==> src/rtl/i2c_rec_pkg.sv <==
package i2c_rec_pkg;

    localparam int unsigned DUMMY_PULSES = 9;
    localparam int unsigned SYNC_STAGES  = 2;

    typedef enum logic [3:0] {
        ST_IDLE,
        ST_PROBE,
        ST_SETTLE,
        ST_PHI,
        ST_PLO,
        ST_NAK_SU,
        ST_NAK_HI,
        ST_NAK_LO,
        ST_STP_LO,
        ST_STP_RISE,
        ST_STP_HOLD,
        ST_VERIFY,
        ST_NEXT,
        ST_FIN
    } rec_state_e;

    typedef struct packed {
        logic scl_low;
        logic sda_low;
    } pad_drive_t;

    function automatic pad_drive_t drive_of(rec_state_e s);
        pad_drive_t d;
        d.scl_low = (s == ST_PLO) || (s == ST_NAK_SU) || (s == ST_NAK_LO) || (s == ST_STP_LO);
        d.sda_low = (s == ST_STP_LO) || (s == ST_STP_RISE);
        return d;
    endfunction

    function automatic logic is_timed(rec_state_e s);
        return !((s == ST_IDLE) || (s == ST_NEXT) || (s == ST_FIN));
    endfunction

endpackage

==> src/rtl/i2c_rec_sync.sv <==
module i2c_rec_sync #(
    parameter int unsigned W      = 1,
    parameter int unsigned STAGES = 2
) (
    input  logic         clk,
    input  logic         rst,
    input  logic [W-1:0] d,
    output logic [W-1:0] q
);
    logic [STAGES-1:0][W-1:0] stg;

    always_ff @(posedge clk) begin
        if (rst) begin
            stg <= '1;
        end else begin
            stg[0] <= d;
            for (int s = 1; s < STAGES; s++) stg[s] <= stg[s-1];
        end
    end

    assign q = stg[STAGES-1];
endmodule

==> src/rtl/i2c_rec_timer.sv <==
module i2c_rec_timer #(
    parameter int unsigned W = 9
) (
    input  logic         clk,
    input  logic         rst,
    input  logic         load,
    input  logic [W-1:0] len,
    output logic         expire
);
    logic [W-1:0] cnt;

    always_ff @(posedge clk) begin
        if (rst)                cnt <= '0;
        else if (load)          cnt <= len - W'(1);
        else if (cnt != '0)     cnt <= cnt - W'(1);
    end

    assign expire = (cnt == '0);

    // every phase lasts at least one clock
    assert_len_nonzero_R12: assert property (@(posedge clk) disable iff (rst)
        load |-> (len != '0));
endmodule

==> src/rtl/i2c_rec_seq.sv <==
module i2c_rec_seq
    import i2c_rec_pkg::*;
#(
    parameter int unsigned NB            = 3,
    parameter int unsigned DIV_W         = 8,
    parameter int unsigned SETTLE_HALVES = 2000
) (
    input  logic                         clk,
    input  logic                         rst,
    input  logic                         start,
    input  logic [DIV_W-1:0]             half_div,
    input  logic [NB-1:0]                sda_s,
    output logic [((NB>1)?$clog2(NB):1)-1:0] idx,
    output pad_drive_t                   drv,
    output logic                         busy,
    output logic                         done,
    output logic [NB-1:0]                fail_mask
);
    localparam int unsigned CNT_W   = DIV_W + 1;
    localparam int unsigned IDX_W   = (NB > 1) ? $clog2(NB) : 1;
    localparam int unsigned REP_MAX = (SETTLE_HALVES > DUMMY_PULSES) ? SETTLE_HALVES : DUMMY_PULSES;
    localparam int unsigned REP_W   = $clog2(REP_MAX + 1);
    localparam logic [CNT_W-1:0] PROBE_LEN = CNT_W'(SYNC_STAGES + 1);

    rec_state_e       st, nxt;
    logic [REP_W-1:0] rep;
    logic [CNT_W-1:0] half_q, fifth_q, ld_len, new_half, new_fifth;
    logic             ld, tmr_exp, cur_sda;

    i2c_rec_timer #(.W(CNT_W)) u_timer (
        .clk(clk), .rst(rst), .load(ld), .len(ld_len), .expire(tmr_exp)
    );

    assign cur_sda   = sda_s[idx];
    assign new_half  = CNT_W'(half_div) + CNT_W'(1);
    assign new_fifth = ((new_half / CNT_W'(5)) == '0) ? CNT_W'(1) : (new_half / CNT_W'(5));

    always_comb begin
        nxt    = st;
        ld     = 1'b0;
        ld_len = half_q;
        case (st)
            ST_IDLE: if (start) begin
                nxt = ST_PROBE; ld = 1'b1; ld_len = PROBE_LEN;
            end
            ST_PROBE: if (tmr_exp) begin
                if (cur_sda) nxt = ST_NEXT;
                else begin nxt = ST_SETTLE; ld = 1'b1; end
            end
            ST_SETTLE: if (tmr_exp) begin
                ld = 1'b1;
                if (rep == REP_W'(SETTLE_HALVES - 1)) nxt = ST_PHI;
            end
            ST_PHI: if (tmr_exp) begin nxt = ST_PLO; ld = 1'b1; end
            ST_PLO: if (tmr_exp) begin
                ld = 1'b1;
                if (rep == REP_W'(DUMMY_PULSES - 1)) begin
                    nxt = ST_NAK_SU; ld_len = fifth_q;
                end else nxt = ST_PHI;
            end
            ST_NAK_SU:   if (tmr_exp) begin nxt = ST_NAK_HI;   ld = 1'b1; end
            ST_NAK_HI:   if (tmr_exp) begin nxt = ST_NAK_LO;   ld = 1'b1; end
            ST_NAK_LO:   if (tmr_exp) begin nxt = ST_STP_LO;   ld = 1'b1; end
            ST_STP_LO:   if (tmr_exp) begin nxt = ST_STP_RISE; ld = 1'b1; end
            ST_STP_RISE: if (tmr_exp) begin nxt = ST_STP_HOLD; ld = 1'b1; end
            ST_STP_HOLD: if (tmr_exp) begin
                nxt = ST_VERIFY; ld = 1'b1; ld_len = PROBE_LEN;
            end
            ST_VERIFY: if (tmr_exp) nxt = ST_NEXT;
            ST_NEXT: begin
                if (idx == IDX_W'(NB - 1)) nxt = ST_FIN;
                else begin nxt = ST_PROBE; ld = 1'b1; ld_len = PROBE_LEN; end
            end
            ST_FIN:  nxt = ST_IDLE;
            default: nxt = ST_IDLE;
        endcase
    end

    always_ff @(posedge clk) begin
        if (rst) begin
            st        <= ST_IDLE;
            rep       <= '0;
            idx       <= '0;
            fail_mask <= '0;
            half_q    <= CNT_W'(1);
            fifth_q   <= CNT_W'(1);
        end else begin
            st <= nxt;
            case (st)
                ST_IDLE: if (start) begin
                    idx       <= '0;
                    fail_mask <= '0;
                    half_q    <= new_half;
                    fifth_q   <= new_fifth;
                end
                ST_PROBE:  if (tmr_exp) rep <= '0;
                ST_SETTLE: if (tmr_exp)
                    rep <= (rep == REP_W'(SETTLE_HALVES - 1)) ? '0 : rep + REP_W'(1);
                ST_PLO:    if (tmr_exp) rep <= rep + REP_W'(1);
                ST_VERIFY: if (tmr_exp) fail_mask[idx] <= ~cur_sda;
                ST_NEXT:   if (idx != IDX_W'(NB - 1)) idx <= idx + IDX_W'(1);
                default: ;
            endcase
        end
    end

    assign drv  = drive_of(st);
    assign busy = (st != ST_IDLE);
    assign done = (st == ST_FIN);

    // done never lasts two cycles
    assert_done_single_R9: assert property (@(posedge clk) disable iff (rst)
        done |=> !done);

    // result held while idle without a request
    assert_mask_hold_R9: assert property (@(posedge clk) disable iff (rst)
        (st == ST_IDLE && !start) |=> $stable(fail_mask));

    // a request during a running pass does not end or restart it
    assert_start_ignored_R10: assert property (@(posedge clk) disable iff (rst)
        (busy && !done && start) |=> busy);

    // a timed phase only advances once its timer runs out
    assert_phase_hold_R12: assert property (@(posedge clk) disable iff (rst)
        (is_timed(st) && !tmr_exp) |=> (st == $past(st)));

    // reset leaves the block idle with lines released
    assert_reset_idle_R11: assert property (@(posedge clk)
        rst |=> (!busy && !drv.scl_low && !drv.sda_low));
endmodule

==> src/rtl/i2c_bus_recover.sv <==
module i2c_bus_recover
    import i2c_rec_pkg::*;
#(
    parameter int unsigned NUM_BUS       = 3,
    parameter int unsigned DIV_W         = 8,
    parameter int unsigned SETTLE_HALVES = 2000
) (
    input  logic               clk,
    input  logic               rst,
    input  logic               start,
    input  logic [DIV_W-1:0]   half_div,
    input  logic [NUM_BUS-1:0] sda_in,
    output logic [NUM_BUS-1:0] scl_oe,
    output logic [NUM_BUS-1:0] sda_oe,
    output logic               busy,
    output logic               done,
    output logic               fail,
    output logic [NUM_BUS-1:0] fail_mask
);
    localparam int unsigned IDX_W = (NUM_BUS > 1) ? $clog2(NUM_BUS) : 1;

    logic [NUM_BUS-1:0] sda_s;
    logic [IDX_W-1:0]   idx;
    pad_drive_t         drv;

    i2c_rec_sync #(.W(NUM_BUS), .STAGES(SYNC_STAGES)) u_sync (
        .clk(clk), .rst(rst), .d(sda_in), .q(sda_s)
    );

    i2c_rec_seq #(.NB(NUM_BUS), .DIV_W(DIV_W), .SETTLE_HALVES(SETTLE_HALVES)) u_seq (
        .clk(clk), .rst(rst), .start(start), .half_div(half_div), .sda_s(sda_s),
        .idx(idx), .drv(drv), .busy(busy), .done(done), .fail_mask(fail_mask)
    );

    generate
        for (genvar g = 0; g < NUM_BUS; g++) begin : g_pad
            assign scl_oe[g] = (idx == IDX_W'(g)) && drv.scl_low;
            assign sda_oe[g] = (idx == IDX_W'(g)) && drv.sda_low;
        end
    endgenerate

    assign fail = |fail_mask;

    // never more than one bus driven
    assert_one_bus_R8: assert property (@(posedge clk) disable iff (rst)
        $onehot0(scl_oe | sda_oe));
endmodule

==> config.mk <==
export PLATFORM = sky130hd
export DESIGN_NAME = i2c_bus_recover
export DESIGN_NICKNAME = d
export VERILOG_FILES = /design/src/rtl/i2c_rec_pkg.sv /design/src/rtl/i2c_rec_sync.sv /design/src/rtl/i2c_rec_timer.sv /design/src/rtl/i2c_rec_seq.sv /design/src/rtl/i2c_bus_recover.sv
export SDC_FILE = /design/constraint.sdc
export NUM_CORES = 1
export LEC_CHECK = 0
export CORE_MARGIN = 2
export CORE_UTILIZATION = 54
export DETAILED_ROUTE_END_ITERATION = 6
export PLACE_DENSITY = 0.77
export SYNTH_ARGS = -nofsm -noshare
export SYNTH_HDL_FRONTEND = slang
export SYNTH_SLANG_ARGS = --single-unit
==> constraint.sdc <==
create_clock -name clk -period 2.87 [get_ports clk]
set_input_delay 0.7175 -clock clk [delete_from_list [all_inputs] [get_ports clk]]
set_output_delay 0.7175 -clock clk [all_outputs]
set_load 0.05 [all_outputs]
==> summary.txt, run 1 <==
Global routing
  – First-pass GRT wire length: 17300 um
  – Initial antenna violation count: 0
  – Gr ovfl total: 0
  – Global Route Usage Sum: 0.278
  – Vias in the first global route: 3836
  – Largest net degree at the start of global routing: 34

Synthesis
  – Post-Syn Area: 3740 sq um
  – Compound-Gate Fraction of Synth Area: 0.230
  – Cell variety after synth: 76
  – Mapped Cells: 484
  – Simple-gate share of the synthesized area: 0.308
  – Seq cells post-synth: 51
  – Post-synth top area share: 0.273
  – Main synth FF type: dfxtp_1
  – Ranking of synthesized cells by area: dfxtp_1 27%, nor2_1 7.0%, nand2_1 4.4%, xnor2_1 3.5%, nor3_1 3.5%
  – Synth Net Count: 506
  – Post-synth EDFFs: 0
  – Yosys top cell by area: dfxtp_1
  – Main combinational cell family by area after synthesis: simple AND/OR/NAND/NOR gates
  – Syn avg cell area: 7.74 sq um
  – Adder-Cell Fraction of Synth Area: 0.0267
  – Ys async rst share: 0
  – Warnings from Yosys: 0
  – Post-Synth XOR/XNOR Area: 0.0732
  – Post-synthesis mux area share: 0.0267
  – Part of the Yosys area used for sequential elements: 0.273

Layout
  – Layout cell share with drive strength beyond 1: 0.305
  – Multi-input gate area: 2660 sq um
  – # fillers: 527
  – Final Util: 0.738
  – Nets: 607
  – Sequential cell area: 1020 sq um
  – P&R area growth vs syn: 33.1%
  – Antenna diodes: 0

Worst setup path
  – Endpoint class of the critical path: register
  – RR Startpoint: u_seq.st[3]
  – Crit-path slowest cell: a2111o_1
  – Data required time of the worst path: 3.11 ns
  – Critical path type: input port to register
  – Reg2Reg Capture Point: u_seq.u_timer.cnt[8]
  – Family with the most delay on the worst path: compound AO/OA/AOI/OAI gates
  – Stages on the worst setup path: 13
  – CP Data Arrival Time: 3.08 ns
  – Reg2reg setup slack: 0.18 ns
  – Critical path fanouts, max: 5
  – CP max stage delay: 0.39 ns
  – CP endpoint: u_seq.fifth_q[0]
  – R2R cell count: 12
  – Critical Path Source: half_div[1]
  – Worst path cell trace: clkbuf_2 -> ha_4 -> and3_4 -> buf_6 -> xnor2_4 -> o21ai_0 -> and4b_4 -> buf_4 -> nand2_1 -> a221oi_2 -> a221o_1 -> a2111o_1 -> a21oi_1
  – Worst Path Buf+Inv: 3
  – Crit path launch type: input port

Outcome
  – Status: finished, final reports clean

STA
  – Max-Slew Margin vs Limit: 0.616
  – RSZ-0062 raised after global routing: true
  – Setup TNS Final: 0 ns
  – Count of final max-slew check failures: 0
  – Final setup viols: 0
  – Highest Clock Rate: 352 MHz
  – Least-Margin Pin Slew: 0.574 ns
  – Fin worst setup slack: 0.0317 ns
  – Clock skew: 0.0141 ns
  – Final period utilization: 0.989
  – Min Tclk post-route: 2.84 ns
  – Hold slack: 0.417 ns
  – Final hold vios: 0

CTS
  – Clock sinks: 51
  – CTS Buffer Depth: 2
  – CTS buffer count: 5
  – Root buf cell: clkbuf_8
  – Hold buffers post-CTS: 0
  – Skew-Pair Late Insertion Delay: 0.31 ns
  – CTS tree: yes
  – Worst-path clk slew: 0.09 ns
  – H-Tree Depth: 2

Floorplanning
  – Boundary Pins: 26
  – Die area: 7620 sq um
  – Core box area: 6760 sq um
  – Initial core utilization: 0.554
  – Floorplan row count: 30
  – DIE WIDTH: 87.3 um
  – Die Y-Extent: 87.3 um

Place
  – DP Worst Slack: -0.572 ns
  – IO buf count: 25
  – Dpl hpwl: 8140 um
  – Routability cong.: 0.943

Run
  – Number of max-cap violations: 0

Detailed routing
  – Pre-antenna DRT Iters: 5
  – Final wirelength: 10800 um
  – DRT iter0 DRCs: 188
  – DRC: 0
  – Final ANT Viol Nets: 0
  – Vias per cell: 6.07
  – Vias after detailed routing: 4040
  – Average wire per standard cell: 16.3 um

Hold path
  – Hold Path Class: register to register

Power and ir drop
  – Power per cell area: 747 nW/um^2
  – Maximum VDD drop: 314 uV
  – Leakage: 2.00 nW
-- cells in the final DEF (no fill, tap or decap), drive strengths merged, types with 4 or more instances in the layout --
cell type,synthesis,routed
buf,15,107
or3,6,6
nand2b,7,7
mux2i,10,10
nor3,28,28
a21oi,22,22
clkdlybuf4s50,0,12
xor2,10,10
or2,8,8
nor2,70,70
clkbuf,18,9
a211oi,13,13
a31oi,13,13
a311oi,5,5
o31ai,7,7
nand2,45,45
o21a,4,4
nor2b,5,5
ha,8,8
and3,14,14
xnor2,17,17
inv,12,12
nor4,4,4
dfxtp,51,51
nand3,18,18
nand4,7,7
o21ai,20,20
-- final cells by class --
type                            instances  share of cell area
Tap cell                               80              0.0201
Clock inverter                          2             0.00326
Multi-Input combinational cell        388               0.533
Inverter                               12             0.00904
Clock buffer                            6              0.0166
Sequential cell                        51               0.205
Timing Repair Buffer                  127               0.213
-- how the worst min path moves through the flow --
stage	from	to	slack, ns	cells after the start
2_1_floorplan	u_sync.stg[0]	u_sync.q[0]	0.39	1
3_3_place_gp	u_sync.stg[1]	u_sync.q[1]	0.39	1
3_5_place_dp	u_sync.stg[2]	u_sync.q[2]	0.40	1
4_1_cts	u_sync.stg[2]	u_sync.q[2]	0.42	1
5_1_grt	u_sync.stg[2]	u_sync.q[2]	0.43	1
6_report	u_sync.stg[2]	u_sync.q[2]	0.42	1
-- power breakdown --
group / switching [W] / internal, W
logic: 0.00123 / 0.00106
registers: 0.000138 / 0.000854
clock network: 0.000241 / 0.000197
-- per-layer routing --
layer | GRT usage | part of all wire | vias to the layer above
met2 | 0.521 | 0.52 | 150
met4 | 0.0713 | 0.013 | 0
met1 | 0.334 | 0.42 | 1926
li1 | - | - | 1948
met3 | 0.0313 | 0.048 | 16
met5 | 0 | 0 | -
-- cells in the mapped netlist (4+ instances only) --
cell type   n
a21oi_1    22
o21a_1      4
buf_6       4
or2_2       7
mux2i_1    10
nand2b_1    6
inv_1      12
o21ai_0    20
nor2_1     70
o31ai_1     7
clkbuf_1   17
nor3_1     26
dfxtp_1    51
or3_1       6
nand2_1    44
nor2b_1     5
nand4_1     6
xnor2_1    15
a211oi_1   11
ha_1        8
buf_2       6
and3_1     13
a31oi_1    13
nand3_1    17
xor2_1     10
-- logic make-up (layout without fill, tap and decap cells) --
logic type      after synthesis  count (layout)
flops                        51              51
compound gates              118             118
mux                          10              10
fa+ha+maj                     8               8
xor+xnor                     27              27
simple gates                225             225
buf+inv                      45             147
-- flip-flops by register name, indices dropped and copies added, names as in the netlist --
signal / flops
u_seq.u_timer.cnt: 9
u_seq.fail_mask: 3
u_seq.fifth_q: 7
u_seq.half_q: 9
u_sync.q: 3
u_seq.st: 4
u_seq.idx: 2
u_sync.stg: 3
u_seq.rep: 11
-- stage by stage --
| step | instance area, sq um | instances | power (W) |
|---|---|---|---|
| 6_report | 4980 | 666 | 0.00372 |
| 5_1_grt | 4980 | 666 | 0.00396 |
| 4_1_cts | 4800 | 659 | 0.00364 |
| 3_5_place_dp | 4610 | 649 | 0.00318 |
| 3_3_place_gp | 4610 | 649 | 0.00312 |
| 2_1_floorplan | 3760 | 484 | 0.00244 |
-- worst reg2reg max path, cell delays in order (launching register included) --
cell and delay, ns:
dfxtp_1 0.46, nand2b_1 0.23, or3_1 0.39, nor3_4 0.30, mux2i_1 0.27, a31oi_2 0.13
inv_1 0.08, ha_1 0.16, inv_1 0.05, nor2_1 0.14, nand3_1 0.13, xnor2_1 0.20
nor2_1 0.05
-- timing repair --
item,4_1_cts,5_1_grt
pin swaps,7,18
setup endpoints to repair,2,7
setup buffers,1,7
gates resized for setup,22,37
cloned,1,0
Power figures use the tool's default switching activity.
==> inputs of run 2 (changes only) <==
--- a/config.mk
+++ b/config.mk
@@ -6,9 +6,11 @@
 export NUM_CORES = 1
 export LEC_CHECK = 0
 export CORE_MARGIN = 2
-export CORE_UTILIZATION = 54
+export CORE_UTILIZATION = 56
+export CTS_BUF_LIST = sky130_fd_sc_hd__clkbuf_4 sky130_fd_sc_hd__clkbuf_8
 export DETAILED_ROUTE_END_ITERATION = 6
-export PLACE_DENSITY = 0.77
+export PLACE_DENSITY = 0.79
+export SLEW_MARGIN = 40
 export SYNTH_ARGS = -nofsm -noshare
 export SYNTH_HDL_FRONTEND = slang
 export SYNTH_SLANG_ARGS = --single-unit
==> run 2 against run 1 <==
  * The flow now finishes with violations (design-rule violations)
  * Final cell count grew 0.30%
  * Hold slack better by 0.0014 ns
  * Flip-flop and latch count unchanged
  * Clock power is 3% higher
  * Via count decreased by 1.3%
  * Critical endpoint is now u_seq.fifth_q[1]
==> summary.txt, run 2 (synthesis gave the netlist of run 1 again) <==
Outcome
  – Status: finished, violations left (was finished, final reports clean)
  – Failing checks: design-rule violations

Floorplanning
  – Core box area: 6420 sq um (was 6760 sq um)
  – Floorplan row count: 29 (was 30)
  – Boundary Pins: 26 (unchanged)
  – DIE WIDTH: 85.8 um (was 87.3 um)
  – Die area: 7360 sq um (was 7620 sq um)
  – Initial core utilization: 0.583 (was 0.554)
  – Die Y-Extent: 85.8 um (was 87.3 um)

STA
  – Final setup viols: 0 (unchanged)
  – Final hold vios: 0 (unchanged)
  – Least-Margin Pin Slew: 0.553 ns (was 0.574 ns)
  – Final period utilization: 0.970 (was 0.989)
  – Max-Slew Margin vs Limit: 0.630 (was 0.616)
  – Min Tclk post-route: 2.78 ns (was 2.84 ns)
  – Clock skew: 0.0105 ns (was 0.0141 ns)
  – Fin worst setup slack: 0.0866 ns (was 0.0317 ns)
  – Count of final max-slew check failures: 0 (unchanged)
  – Highest Clock Rate: 359 MHz (was 352 MHz)

Hold path
  – Hold Path Class: register to register (unchanged)
  – Hold Crit Depth: 1 (unchanged)
  – Hold Startpoint: u_sync.stg[2] (unchanged)
  – Hold Path Sink: u_sync.q[2] (unchanged)

Worst setup path
  – Reg2Reg Capture Point: u_seq.u_timer.cnt[8] (unchanged)
  – CP dominant cell by count: buf_4
  – CP max stage delay: 0.28 ns (was 0.39 ns)
  – Crit path launch type: input port (unchanged)
  – Critical path type: input port to register (unchanged)
  – R2R cell count: 11 (was 12)
  – Endpoint class of the critical path: register (unchanged)
  – Worst Path Buf+Inv: 6 (was 3)
  – Reg2reg setup slack: 0.19 ns (was 0.18 ns)
  – CP Data Arrival Time: 2.99 ns (was 3.08 ns)
  – RR Startpoint: u_seq.u_timer.cnt[3] (was u_seq.st[3])
  – Crit-path slowest cell: a221o_1 (was a2111o_1)
  – Critical path fanouts, max: 8 (was 5)
  – Worst path cell trace: buf_2 -> buf_4 -> and4_4 -> buf_4 -> a211oi_4 -> mux2i_1 -> and4b_4 -> buf_4 -> nand2b_4 -> a221oi_2 -> a221o_1 -> buf_4 -> buf_4 -> o21a_1 (was clkbuf_2 -> ha_4 -> and3_4 -> buf_6 -> xnor2_4 -> o21ai_0 -> and4b_4 -> buf_4 -> nand2_1 -> a221oi_2 -> a221o_1 -> a2111o_1 -> a21oi_1)
  – Family with the most delay on the worst path: buffers and inverters (was compound AO/OA/AOI/OAI gates)
  – Data required time of the worst path: 3.07 ns (was 3.11 ns)

Global routing
  – Gr ovfl total: 0 (unchanged)
  – Initial antenna violation count: 0 (unchanged)
  – Vias in the first global route: 3754 (was 3836)
  – Largest net degree at the start of global routing: 34 (unchanged)
  – First-pass GRT wire length: 17400 um (was 17300 um)
  – Global Route Usage Sum: 0.290 (was 0.278)

Detailed routing
  – Vias after detailed routing: 3989 (was 4040)
  – DRT iter0 DRCs: 272 (was 188)
  – DRC: 5 (was 0)
  – Final wirelength: 10700 um (was 10800 um)
  – Pre-antenna DRT Iters: 7 (was 5)
  – Final ANT Viol Nets: 0 (unchanged)
  – Average wire per standard cell: 16.1 um (was 16.3 um)
  – Vias per cell: 5.97 (was 6.07)

Layout
  – Largest regs: u_seq.rep x11, u_seq.half_q x9, u_seq.u_timer.cnt x9 (unchanged)
  – # fillers: 477 (was 527)
  – Antenna diodes: 0 (unchanged)
  – Layout cell share with drive strength beyond 1: 0.305 (about the same)
  – P&R area growth vs syn: 33.0% (was 33.1%)
  – Most frequent cells in the layout: 105 x buf_4, 68 x nor2_1, 51 x dfxtp_1, 44 x nand2_1, 22 x nor3_1 (was 98 x buf_4, 68 x nor2_1, 51 x dfxtp_1, 44 x nand2_1, 22 x nor3_1)
  – Biggest register: u_seq.rep (unchanged)
  – Largest register FFs: 11 (unchanged)
  – Commonest non-fill, non-tap cell in the layout: buf_4 (unchanged)
  – Nets: 612 (was 607)

CTS
  – CTS tree: yes (unchanged)
  – H-Tree Depth: 2 (unchanged)
  – Skew-Pair Late Insertion Delay: 0.31 ns (about the same)
  – Clock sinks: 51 (unchanged)
  – CTS Buffer Depth: 2 (unchanged)
  – Hold buffers post-CTS: 0 (unchanged)
  – Worst-path clk slew: 0.08 ns (was 0.09 ns)
  – Root buf cell: clkbuf_8 (unchanged)
  – CTS buffer count: 5 (unchanged)

Power and ir drop
  – Power per cell area: 744 nW/um^2 (was 747 nW/um^2)
  – Total power: 0.00371 W (was 0.00372 W)
  – Leakage: 2.02 nW (was 2.00 nW)
  – Maximum VDD drop: 472 uV (was 314 uV)

Place
  – DP Worst Slack: -0.584 ns (was -0.572 ns)
  – Dpl hpwl: 7760 um (was 8140 um)
  – Routability cong.: 0.966 (was 0.943)
  – IO buf count: 25 (unchanged)

Run
  – Number of max-cap violations: 0 (unchanged)
-- run 2: per-layer routing --
layer,GRT usage,wire (um)
met2,0.518,5490
met3,0.0356,482
met1,0.350,4500
met5,0,0
met4,0.124,261
-- run 2: where the power goes --
part	leakage, nW	internal (W)	switching [W]	total, W
Sequential	0.418	0.000854	0.000127	0.000981
Clock	0.0519	0.000208	0.000243	0.000451
Combinational	1.55	0.00104	0.00123	0.00227
-- run 2: cell type report --
type	count	area, sq um	share of cell area
clock buffers	7	90.1	0.0181
clock inverters	1	8.76	0.00176
inverters	12	45.0	0.00904
multi-input cells	388	2660	0.533
flip-flops and latches	51	1020	0.205
well taps	77	96.3	0.0193
repair buffers	132	1060	0.214
-- run 2: metrics by stage --
step	cells	util	hold slack [ns]	setup TNS, ns	instance area [sq um]
after global placement	644	0.717	0.394	-2.30	4600
after detailed placement	644	0.717	0.401	-2.92	4600
after CTS	659	0.754	0.421	0	4840
after floorplan	484	-	0.389	0	3760
after global routing	668	0.776	0.427	-0.00213	4980
final	668	0.776	0.419	0	4980
-- run 2: what timing repair did --
action                     CTS  global route
hold endpoints to repair     0             0
pin swaps                   10             8
setup endpoints to repair    2             8
gates cloned                 0             1
gates resized for setup     30            25
setup buffers                7             8
-- run 2: how the worst max path moves through the flow --
stage | start | endpoint | slack (ns) | cells after the start
after floorplan | half_div[0] | u_seq.fifth_q[0] | 0.03 | 11
after global placement | half_div[0] | u_seq.fifth_q[0] | -0.54 | 12
after detailed placement | half_div[0] | u_seq.fifth_q[0] | -0.58 | 11
after CTS | half_div[5] | u_seq.fifth_q[0] | 0.006 | 11
after global routing | u_seq.u_timer.cnt[3] | u_seq.u_timer.cnt[4] | -0.002 | 10
final | half_div[1] | u_seq.fifth_q[1] | 0.09 | 14
-- run 2: worst reg2reg max path, delay by kind of cell (launching register included) --
| family | cells | cell delay [ns] |
|---|---|---|
| AO/OA/AOI/OAI | 1 | 0.21 |
| XOR/XNOR | 1 | 0.17 |
| adder cells (fa/ha/maj) | 1 | 0.16 |
| buffers and inverters | 1 | 0.06 |
| flip-flops | 1 | 0.34 |
| multiplexers | 1 | 0.32 |
| AND/OR/NAND/NOR | 6 | 1.31 |
